**config.mk**
```make
export PLATFORM = sky130hd
export DESIGN_NAME = tdac_sar_seq
export DESIGN_NICKNAME = d
export VERILOG_FILES = /design/src/rtl/tdac_pkg.sv /design/src/rtl/tdac_slot_ctrl.sv /design/src/rtl/tdac_sar_core.sv /design/src/rtl/tdac_result_stage.sv /design/src/rtl/tdac_sar_seq.sv
export SDC_FILE = /design/constraint.sdc
export NUM_CORES = 1
export LEC_CHECK = 0
export BUFFER_PORTS_ARGS = -buffer_cell sky130_fd_sc_hd__buf_2
export CAP_MARGIN = 15
export CORE_ASPECT_RATIO = 1.75
export CORE_MARGIN = 4
export CORE_UTILIZATION = 30
export CTS_CLUSTER_SIZE = 20
export DETAILED_ROUTE_END_ITERATION = 7
export PLACE_DENSITY_LB_ADDON = 0.15
export SLEW_MARGIN = 10
export SYNTH_ARGS = -nofsm -noshare
export SYNTH_HDL_FRONTEND = slang
export SYNTH_SLANG_ARGS = --single-unit
```
**constraint.sdc**
```tcl
create_clock -name clk -period 2.2 [get_ports clk]
set_input_delay 0 -clock clk [delete_from_list [all_inputs] [get_ports clk]]
set_output_delay 0 -clock clk [all_outputs]
set_load 0.01 [all_outputs]
```
**src/rtl/tdac_pkg.sv**
```systemverilog
package tdac_pkg;
  typedef enum logic [1:0] {
    PH_IDLE   = 2'd0,
    PH_SETTLE = 2'd1,
    PH_CONV   = 2'd2
  } phase_t;
endpackage

```
**src/rtl/tdac_slot_ctrl.sv**
```systemverilog
module tdac_slot_ctrl
  import tdac_pkg::*;
#(
  parameter int SETTLE_CYC = 64,
  parameter int GAIN_W     = 2
) (
  input  logic              clk,
  input  logic              rst_n,
  input  logic              tick,
  input  logic              fin,
  input  logic [GAIN_W-1:0] gain_a,
  input  logic [GAIN_W-1:0] gain_b,
  output logic              chan,
  output logic [GAIN_W-1:0] gain_sel,
  output logic              hold,
  output logic              start,
  output logic              overrun
);
  localparam int CW = $clog2(SETTLE_CYC + 1);

  phase_t        phase;
  logic [CW-1:0] cnt;

  // Settling ends on the SETTLE_CYC-th edge after the tick edge.
  always_comb start = (phase == PH_SETTLE) && (cnt == CW'(SETTLE_CYC - 1)) && !tick;

  always_ff @(posedge clk) begin
    if (!rst_n) begin
      phase    <= PH_IDLE;
      cnt      <= '0;
      chan     <= 1'b1;
      gain_sel <= '0;
      hold     <= 1'b0;
      overrun  <= 1'b0;
    end else begin
      overrun <= 1'b0;
      if (tick) begin
        overrun  <= (phase != PH_IDLE);
        chan     <= ~chan;
        gain_sel <= chan ? gain_a : gain_b;
        hold     <= 1'b0;
        cnt      <= '0;
        phase    <= PH_SETTLE;
      end else begin
        unique case (phase)
          PH_SETTLE: begin
            if (start) begin
              phase <= PH_CONV;
              hold  <= 1'b1;
            end else begin
              cnt <= cnt + 1'b1;
            end
          end
          PH_CONV: if (fin) phase <= PH_IDLE;
          default: ;
        endcase
      end
    end
  end

  // input is not frozen while the DAC still settles on the offset
  p_no_hold_settle_r4: assert property (@(posedge clk) disable iff (!rst_n)
    (phase == PH_SETTLE) |-> !hold);
  // channel moves only on a tick
  p_chan_only_tick_r2: assert property (@(posedge clk) disable iff (!rst_n)
    !tick |=> $stable(chan));
  // overrun pulse follows a tick
  p_ovr_after_tick_r8: assert property (@(posedge clk) disable iff (!rst_n)
    overrun |-> $past(tick));
endmodule

```
**src/rtl/tdac_sar_core.sv**
```systemverilog
module tdac_sar_core #(
  parameter int DAC_W = 12
) (
  input  logic             clk,
  input  logic             rst_n,
  input  logic             load,
  input  logic [DAC_W-1:0] load_code,
  input  logic             start,
  input  logic             cmp_hi,
  output logic [DAC_W-1:0] dac,
  output logic             fin,
  output logic [DAC_W-1:0] fin_code
);
  localparam logic [DAC_W-1:0] MSB = {1'b1, {(DAC_W-1){1'b0}}};

  logic [DAC_W-1:0] mask;
  logic             busy;
  logic [DAC_W-1:0] kept;

  // Trial bit survives when the held signal is at or above the DAC level.
  always_comb begin
    kept     = cmp_hi ? dac : (dac & ~mask);
    fin      = busy && mask[0] && !load;
    fin_code = kept;
  end

  always_ff @(posedge clk) begin
    if (!rst_n) begin
      dac  <= '0;
      mask <= '0;
      busy <= 1'b0;
    end else if (load) begin
      dac  <= load_code;
      mask <= '0;
      busy <= 1'b0;
    end else if (start) begin
      dac  <= MSB;
      mask <= MSB;
      busy <= 1'b1;
    end else if (busy) begin
      if (mask[0]) begin
        dac  <= kept;
        mask <= '0;
        busy <= 1'b0;
      end else begin
        dac  <= kept | (mask >> 1);
        mask <= mask >> 1;
      end
    end
  end

  // exactly one bit under trial during a conversion
  p_one_trial_bit_r5: assert property (@(posedge clk) disable iff (!rst_n)
    busy |-> ($countones(mask) == 1));
  // DAC is quiet between conversion end and the next tick
  p_dac_quiet_r9: assert property (@(posedge clk) disable iff (!rst_n)
    (!busy && !load && !start) |=> $stable(dac));
endmodule

```
**src/rtl/tdac_result_stage.sv**
```systemverilog
module tdac_result_stage #(
  parameter int DAC_W = 12
) (
  input  logic             clk,
  input  logic             rst_n,
  input  logic             capture,
  input  logic [DAC_W-1:0] cap_code,
  input  logic             cap_chan,
  input  logic             res_ready,
  output logic             res_valid,
  output logic [DAC_W-1:0] res_code,
  output logic             res_chan
);
  always_ff @(posedge clk) begin
    if (!rst_n) begin
      res_valid <= 1'b0;
      res_code  <= '0;
      res_chan  <= 1'b0;
    end else if (capture) begin
      res_valid <= 1'b1;
      res_code  <= cap_code;
      res_chan  <= cap_chan;
    end else if (res_valid && res_ready) begin
      res_valid <= 1'b0;
    end
  end

  // pending result held steady under back-pressure
  p_hold_pending_r6: assert property (@(posedge clk) disable iff (!rst_n)
    (res_valid && !res_ready && !capture) |=>
      (res_valid && $stable(res_code) && $stable(res_chan)));
endmodule

```
**src/rtl/tdac_sar_seq.sv**
```systemverilog
module tdac_sar_seq #(
  parameter int DAC_W      = 12,
  parameter int GAIN_W     = 2,
  parameter int SETTLE_CYC = 64
) (
  input  logic              clk,
  input  logic              rst_n,
  input  logic              tick,
  input  logic              cmp_hi,
  input  logic [DAC_W-1:0]  off_a,
  input  logic [DAC_W-1:0]  off_b,
  input  logic [GAIN_W-1:0] gain_a,
  input  logic [GAIN_W-1:0] gain_b,
  output logic [DAC_W-1:0]  dac_code,
  output logic              mux_sel,
  output logic [GAIN_W-1:0] gain_sel,
  output logic              hold,
  output logic              overrun,
  output logic              res_valid,
  input  logic              res_ready,
  output logic [DAC_W-1:0]  res_code,
  output logic              res_chan
);
  logic             chan;
  logic             start;
  logic             fin;
  logic [DAC_W-1:0] fin_code;
  logic [DAC_W-1:0] next_off;

  // Offset of the channel about to become active.
  always_comb next_off = chan ? off_a : off_b;
  always_comb mux_sel  = chan;

  tdac_slot_ctrl #(.SETTLE_CYC(SETTLE_CYC), .GAIN_W(GAIN_W)) u_slot (
    .clk(clk), .rst_n(rst_n), .tick(tick), .fin(fin),
    .gain_a(gain_a), .gain_b(gain_b),
    .chan(chan), .gain_sel(gain_sel), .hold(hold),
    .start(start), .overrun(overrun)
  );

  tdac_sar_core #(.DAC_W(DAC_W)) u_sar (
    .clk(clk), .rst_n(rst_n), .load(tick), .load_code(next_off),
    .start(start), .cmp_hi(cmp_hi),
    .dac(dac_code), .fin(fin), .fin_code(fin_code)
  );

  tdac_result_stage #(.DAC_W(DAC_W)) u_res (
    .clk(clk), .rst_n(rst_n), .capture(fin), .cap_code(fin_code),
    .cap_chan(chan), .res_ready(res_ready),
    .res_valid(res_valid), .res_code(res_code), .res_chan(res_chan)
  );
endmodule

```
== Yosys cells after proc, flatten, opt, wreduce, memory -nomap -nowiden ==
Index checks and enable logic that the tools add are counted.

* Add/subtract/negate cells: 1
* Eq/ne operators: 7
* Muxes and demuxes: 19
* Bitwise gates (word level): 6
* Reductions and logical operators: 19

{| class="wikitable"
|+ Operator list
! operator !! count
|-
| 12-bit 2-to-1 mux || 8
|-
| 12-bit AND || 1
|-
| 12-bit inverter || 1
|-
| 12-bit by 11-bit bitwise OR with 12-bit output || 1
|-
| 11-bit 2-to-1 mux || 1
|-
| 2-bit nonzero test || 4
|-
| 7-bit by 1-bit adder with 7-bit output, second input constant || 1
|-
| 7-bit by 6-bit equality test with 1-bit output, second input constant || 1
|-
| 1-bit 2-to-1 mux || 6
|-
| 2-bit 2-to-1 mux || 3
|-
| 3-bit inequality test, second input constant || 2
|-
| 2-bit AND reduction || 3
|-
| 3-bit AND reduction || 2
|-
| 3-bit nonzero test || 2
|-
| 1-bit logical AND || 5
|-
| 2-bit inequality test, second input constant || 2
|-
| 2-bit case mux with 2 select lines || 1
|-
| 1-bit inverter || 3
|-
| 3-bit OR reduction || 1
|-
| 2-bit by 1-bit equality test with 1-bit output, second input constant || 1
|-
| 2-bit equality test, second input constant || 1
|-
| 2-bit OR reduction || 1
|-
| 1-bit zero test || 1
|}

* Register bits: 53

== Logic depth before layout (Yosys ltp) ==
* Depth in word-level cells: 8
* Mapped depth: 7
* Mapped depth without buffers: 6

== Cells and area by module ==
From an unflattened synthesis, not the netlist that was laid out.

* Cell total of the unflattened synthesis: 267
* Area total of the unflattened synthesis: 2640.0 um^2

{| class="wikitable"
|+ By module, submodules not included
! module !! instances !! cells an instance !! area an instance (um^2) !! sequential area each (um^2)
|-
| tdac_sar_core || 1 || 145 || 1286.2 || 500.5
|-
| tdac_slot_ctrl || 1 || 64 || 629.4 || 280.3
|-
| tdac_result_stage || 1 || 45 || 540.5 || 280.3
|-
| tdac_sar_seq || 1 || 13 || 183.9 || 0.0
|}

== Least setup slack after synthesis ==
No wires, ideal clock.

* Kind: reg-to-reg
* Start: register u_slot.phase[1]
* End: register u_slot.phase[1]
* Library setup time: 0.117 ns
* Arrival: 1.406 ns
* Data required time: 2.083 ns
* Slack: 0.677 ns
* Cell stages (with the launch flop): 7
* Period minus slack after synthesis: 1.523 ns
* Cells stage by stage: dfxtp_1 > inv_1 > ha_1 > nand4_1 > o21ai_2 > nand3_1 > a32o_1

* Longest elaborated chain between the ends: 5

{| class="wikitable"
|+ Ends and longest elaborated chain
! element !! RTL line !! RTL
|-
| start: declaration || tdac_slot_ctrl.sv:21 || <nowiki>phase_t phase;</nowiki>
|-
| start signal: assignment || tdac_slot_ctrl.sv:29 || <nowiki>phase <= PH_IDLE;</nowiki>
|-
| start signal: assignment || tdac_slot_ctrl.sv:43 || <nowiki>phase <= PH_SETTLE;</nowiki>
|-
| start signal: assignment || tdac_slot_ctrl.sv:48 || <nowiki>phase <= PH_CONV;</nowiki>
|-
| 2-bit by 1-bit equality test with 1-bit output || tdac_slot_ctrl.sv:25, tdac_slot_ctrl.sv:45 ||
|-
| 1-bit logical AND (2 in series) || tdac_slot_ctrl.sv:25 || <nowiki>always_comb start = (phase == PH_SETTLE) && (cnt == CW'(SETTLE_CYC - 1)) && !tick;</nowiki>
|-
| 2-bit inequality test (no source line) || - ||
|-
| 3-bit AND reduction (no source line) || - ||
|}

Several ways; a longest one is shown, not always the timed one.
A chain may end at the register's enable or synchronous reset.

== Worst setup path in the final report ==
* Start: register u_slot.phase[1]
* End: register u_sar.mask[7]

* Longest elaborated chain between the ends: 4

{| class="wikitable"
|+ Ends and longest elaborated chain
! element !! RTL line !! RTL
|-
| 2-bit by 1-bit equality test with 1-bit output || tdac_slot_ctrl.sv:25 ||
|-
| 1-bit logical AND (2 in series) || tdac_slot_ctrl.sv:25 ||
|-
| 3-bit OR reduction (no source line) || - ||
|-
| end signal: assignment || tdac_sar_core.sv:47 || <nowiki>mask <= mask >> 1;</nowiki>
|-
| end: declaration || tdac_sar_core.sv:16 || <nowiki>logic [DAC_W-1:0] mask;</nowiki>
|}

Every way passes these cells.

==> results by group <==
Timing
  – Fin. Hold Viols: 0
  – Unrepaired setup endpoints after global routing: no
  – Fin Setup TNS: 0 ns
  – Clock skew: around 0.004 ns
  – Worst slew margin: 0.707
  – Setup violators final: 0
  – Setup ws final: about 0.43 ns
  – Max Fclk: between 0.5 and 0.6 GHz
  – Final worst path period share: 0.803
  – Fin. max-slew vios: 0
  – Final Critical Period: roughly 1.8 ns
  – Worst-margin pin slew: roughly 0.44 ns

Clocking
  – CTS tree: done
  – Clk Latency, worst-skew pair: a little under 0.3 ns
  – CTS max path bufs: 2
  – Clock root buffer: clkbuf_16
  – Cts bufs inserted: 5
  – Clock sinks: between 50 and 60
  – H-tree levels: 2
  – Cts repair resizes: 0
  – CTS clock-pin slew for the worst setup and hold paths: around 0.070 ns

Yosys
  – Netlist cell types: between 40 and 50
  – Post-Syn Instances: approximately 280
  – Synth area leader: dfxtp_1
  – Syn_nets: 313
  – Main combinational cell family by area after synthesis: simple AND/OR/NAND/NOR gates
  – Post-synth ARST share: 0
  – Synthesized area per cell: ~9.2 um2
  – Commonest cells in the netlist: dfxtp_1, nand2_1, mux2i_1, nor2_1, nand3_1
  – Post-synth EDFFs: 0
  – Register area share after synthesis: 0.417
  – Post-Syn Area: between 2000 and 3000 um2
  – Post-synthesis mux area share: 0.0955
  – Adder-cell share of the synthesized area: 0.0197
  – Yosys reg bits: 53
  – Most frequent cell after synthesis: dfxtp_1
  – Warnings from Yosys: 0
  – Area fraction in compound gates after synthesis: 0.198
  – Ys flop type: dfxtp_1
  – Synth top area share: 0.417
  – Post-synthesis xor/xnor area fraction: 0.0103
  – Synth Area in Simple Gates: 0.211
  – Top post-synthesis cells by area: dfxtp_1, mux2i_1, a21boi_0, nand2_1, o311a_1

Die
  – Die height: between 100 and 150 um
  – I/O Pins: between 60 and 70
  – Row count: 44
  – Initial core utilization: 0.308
  – Area of the die: 10100 um2
  – Core ar.: 8260 um2
  – Die W: approximately 78 um

Global routing
  – Antenna violations before repair: 0
  – Number of global-route vias before repair: roughly 2.3k
  – Largest net degree at the start of global routing: 20
  – Remaining global-route overflow: 0
  – Tot GR Track Use: 0.143
  – First-pass GRT wire length: between 10000 and 15000 um

Outcome
  – Outcome: finished clean

Job
  – MaxCap Viol Count: 0

Place
  – Placed inst area: 2960 um2
  – Final HPWL DP: approximately 5200 um
  – Placer Congestion: between 0.8 and 0.9
  – Number of port buffers: 63
  – DP Worst Slack: slightly below 0.4 ns
  – Inst Count DP: ~420

Route
  – Total Wirelength: approximately 7000 um
  – Initial detailed-routing violation count: 87
  – Vias/cell: around 5
  – Pre-Repair DR Iteration Count: 4
  – Antenna Nets Post-Route: 0
  – WL/cell: 16.0 um
  – Via Count: ~2.2k
  – DRC: 0

Worst setup path
  – Worst path slowest cell: nand2b_1
  – R2R Setup Slk: approximately 0.43 ns
  – Critical Path, Cell by Cell: inv_1, ha_1, nand3_2, nor3_1, nand2b_1, nor2_1
  – CP Buf/Inv Count: 1
  – Worst Path Required: around 2.4 ns
  – CP max stage delay: between 0.4 and 0.5 ns
  – CP startpoint kind: flop
  – CP Class: flop to flop
  – Critical Path AT: between 1.5 and 2 ns
  – Max Fanout on Critical Path: 11
  – Setup crit end kind: flop
  – Delay-heaviest family, CP: simple AND/OR/NAND/NOR gates

Finish
  – Fin cells: around 430
  – Nets@finish: approximately 380
  – Final instance area: just over 3000 um2
  – Antenna Cells: 0
  – Fraction of layout cells with a size suffix above 1: 0.255
  – Area Overhead vs Synth: 22.0%

Pwr
  – Sw frac: 0.240
  – Pleak: between 1 and 1.5 nW
  – Total power: approximately 2 mW
  – VDD IR max: roughly 280 uV
  – P per Cell Area: approximately 640 nW/um2
  – P_sw: 0.480 mW
  – Comb pwr share: 0.110
  – Clock share of power: 0.384
  – Internal Pwr Total: ~1.5 mW
  – Seq pwr share: 0.506

Min path
  – Hold Crit Class: input pin to flop
==> registers in the layout, summed over array words and instances, names as in the netlist <==
name and flops:
u_slot.cnt 7, u_sar.mask 12, u_slot.gain_sel 2, u_sar.dac 12, u_slot.chan 1, u_res.res_chan 1
u_slot.hold 1, u_res.res_code 12, u_slot.overrun 1, u_res.res_valid 1, u_slot.phase 2, u_sar.busy 1
==> power by group through the flow <==
stage          clock network (mW)  logic (mW)  registers (mW)
6_report                    0.768       0.220            1.01
5_1_grt                     0.831       0.244            1.01
4_1_cts                     0.790       0.224            1.01
3_5_place_dp                    0       0.222            1.03
3_3_place_gp                    0       0.219            1.03
2_1_floorplan                   0       0.130            1.03
==> worst register-to-register path: cells and delay by family (launching register included) <==
| family | cells | cell delay [ns] |
|---|---|---|
| flops | 1 | 0.33 |
| buf+inv | 1 | 0.08 |
| simple gates | 4 | 0.98 |
| fa+ha+maj | 1 | 0.26 |
==> metrics by stage <==
stage | hold WS (ns) | utilization
after global routing | 0.0741 | 0.376
after floorplan | 0.154 | -
after CTS | 0.0385 | 0.376
after detailed placement | 0.285 | 0.358
after global placement | 0.281 | 0.358
final | 0.0483 | 0.376
==> worst paths after layout <==
check,depth (start not counted),startpoint,endpoint
setup / recovery,6,u_slot.phase[1],u_sar.mask[7]
hold / removal,4,gain_b[1],u_slot.gain_sel[1]
setup reg to reg,6,u_slot.phase[1],u_sar.mask[7]
hold reg to reg,2,u_res.res_code[6],u_res.res_code[6]
==> cell families after synthesis <==
logic type      after synthesis
mux                          24
compound gates               66
simple gates                102
buf+inv                      24
fa+ha+maj                     4
flops                        53
xor+xnor                      3
==> per-layer routing <==
metal  global-route usage  vias to the layer above  share of wire
met1                0.148                     1046           0.40
met2                0.272                       40           0.54
met5                    0                        -              0
met3               0.0318                       10          0.034
li1                     -                     1117              -
met4               0.0608                        0          0.021
==> cell type report <==
cell class	count	area [um2]
Inverter	6	22.5
Tap cell	92	115
Fill cell	893	5160
Sequential cell	53	1060
Timing Repair Buffer	75	408
Clock buffer	8	136
Multi-Input combinational cell	199	1360
==> what timing repair did <==
action | CTS | global route
hold buffers | 1 | 0
setup buffers | 0 | 0
hold endpoints to repair | 1 | 0
==> placed cells by master (no fill, tap or decap), types with 2 or more instances in the layout <==
cell type,Yosys,final
and2b_1,5,5
xnor2_1,2,2
mux2_2,2,2
buf_4,4,11
nand2_1,27,27
o311a_1,9,9
o22ai_1,9,9
o211a_1,5,5
mux2i_1,22,22
a211oi_1,9,9
nand2b_1,13,13
inv_1,5,5
clkbuf_1,5,3
o211ai_1,2,2
nor2_1,20,20
nand3_1,17,17
a21boi_0,15,15
ha_1,4,4
nor2b_1,7,7
dfxtp_1,53,53
a21oi_1,9,9
clkbuf_16,0,5
buf_2,8,63
nor3b_1,2,2
and3_1,2,2
o21ai_0,4,4
(Power assumes the default switching activity.)
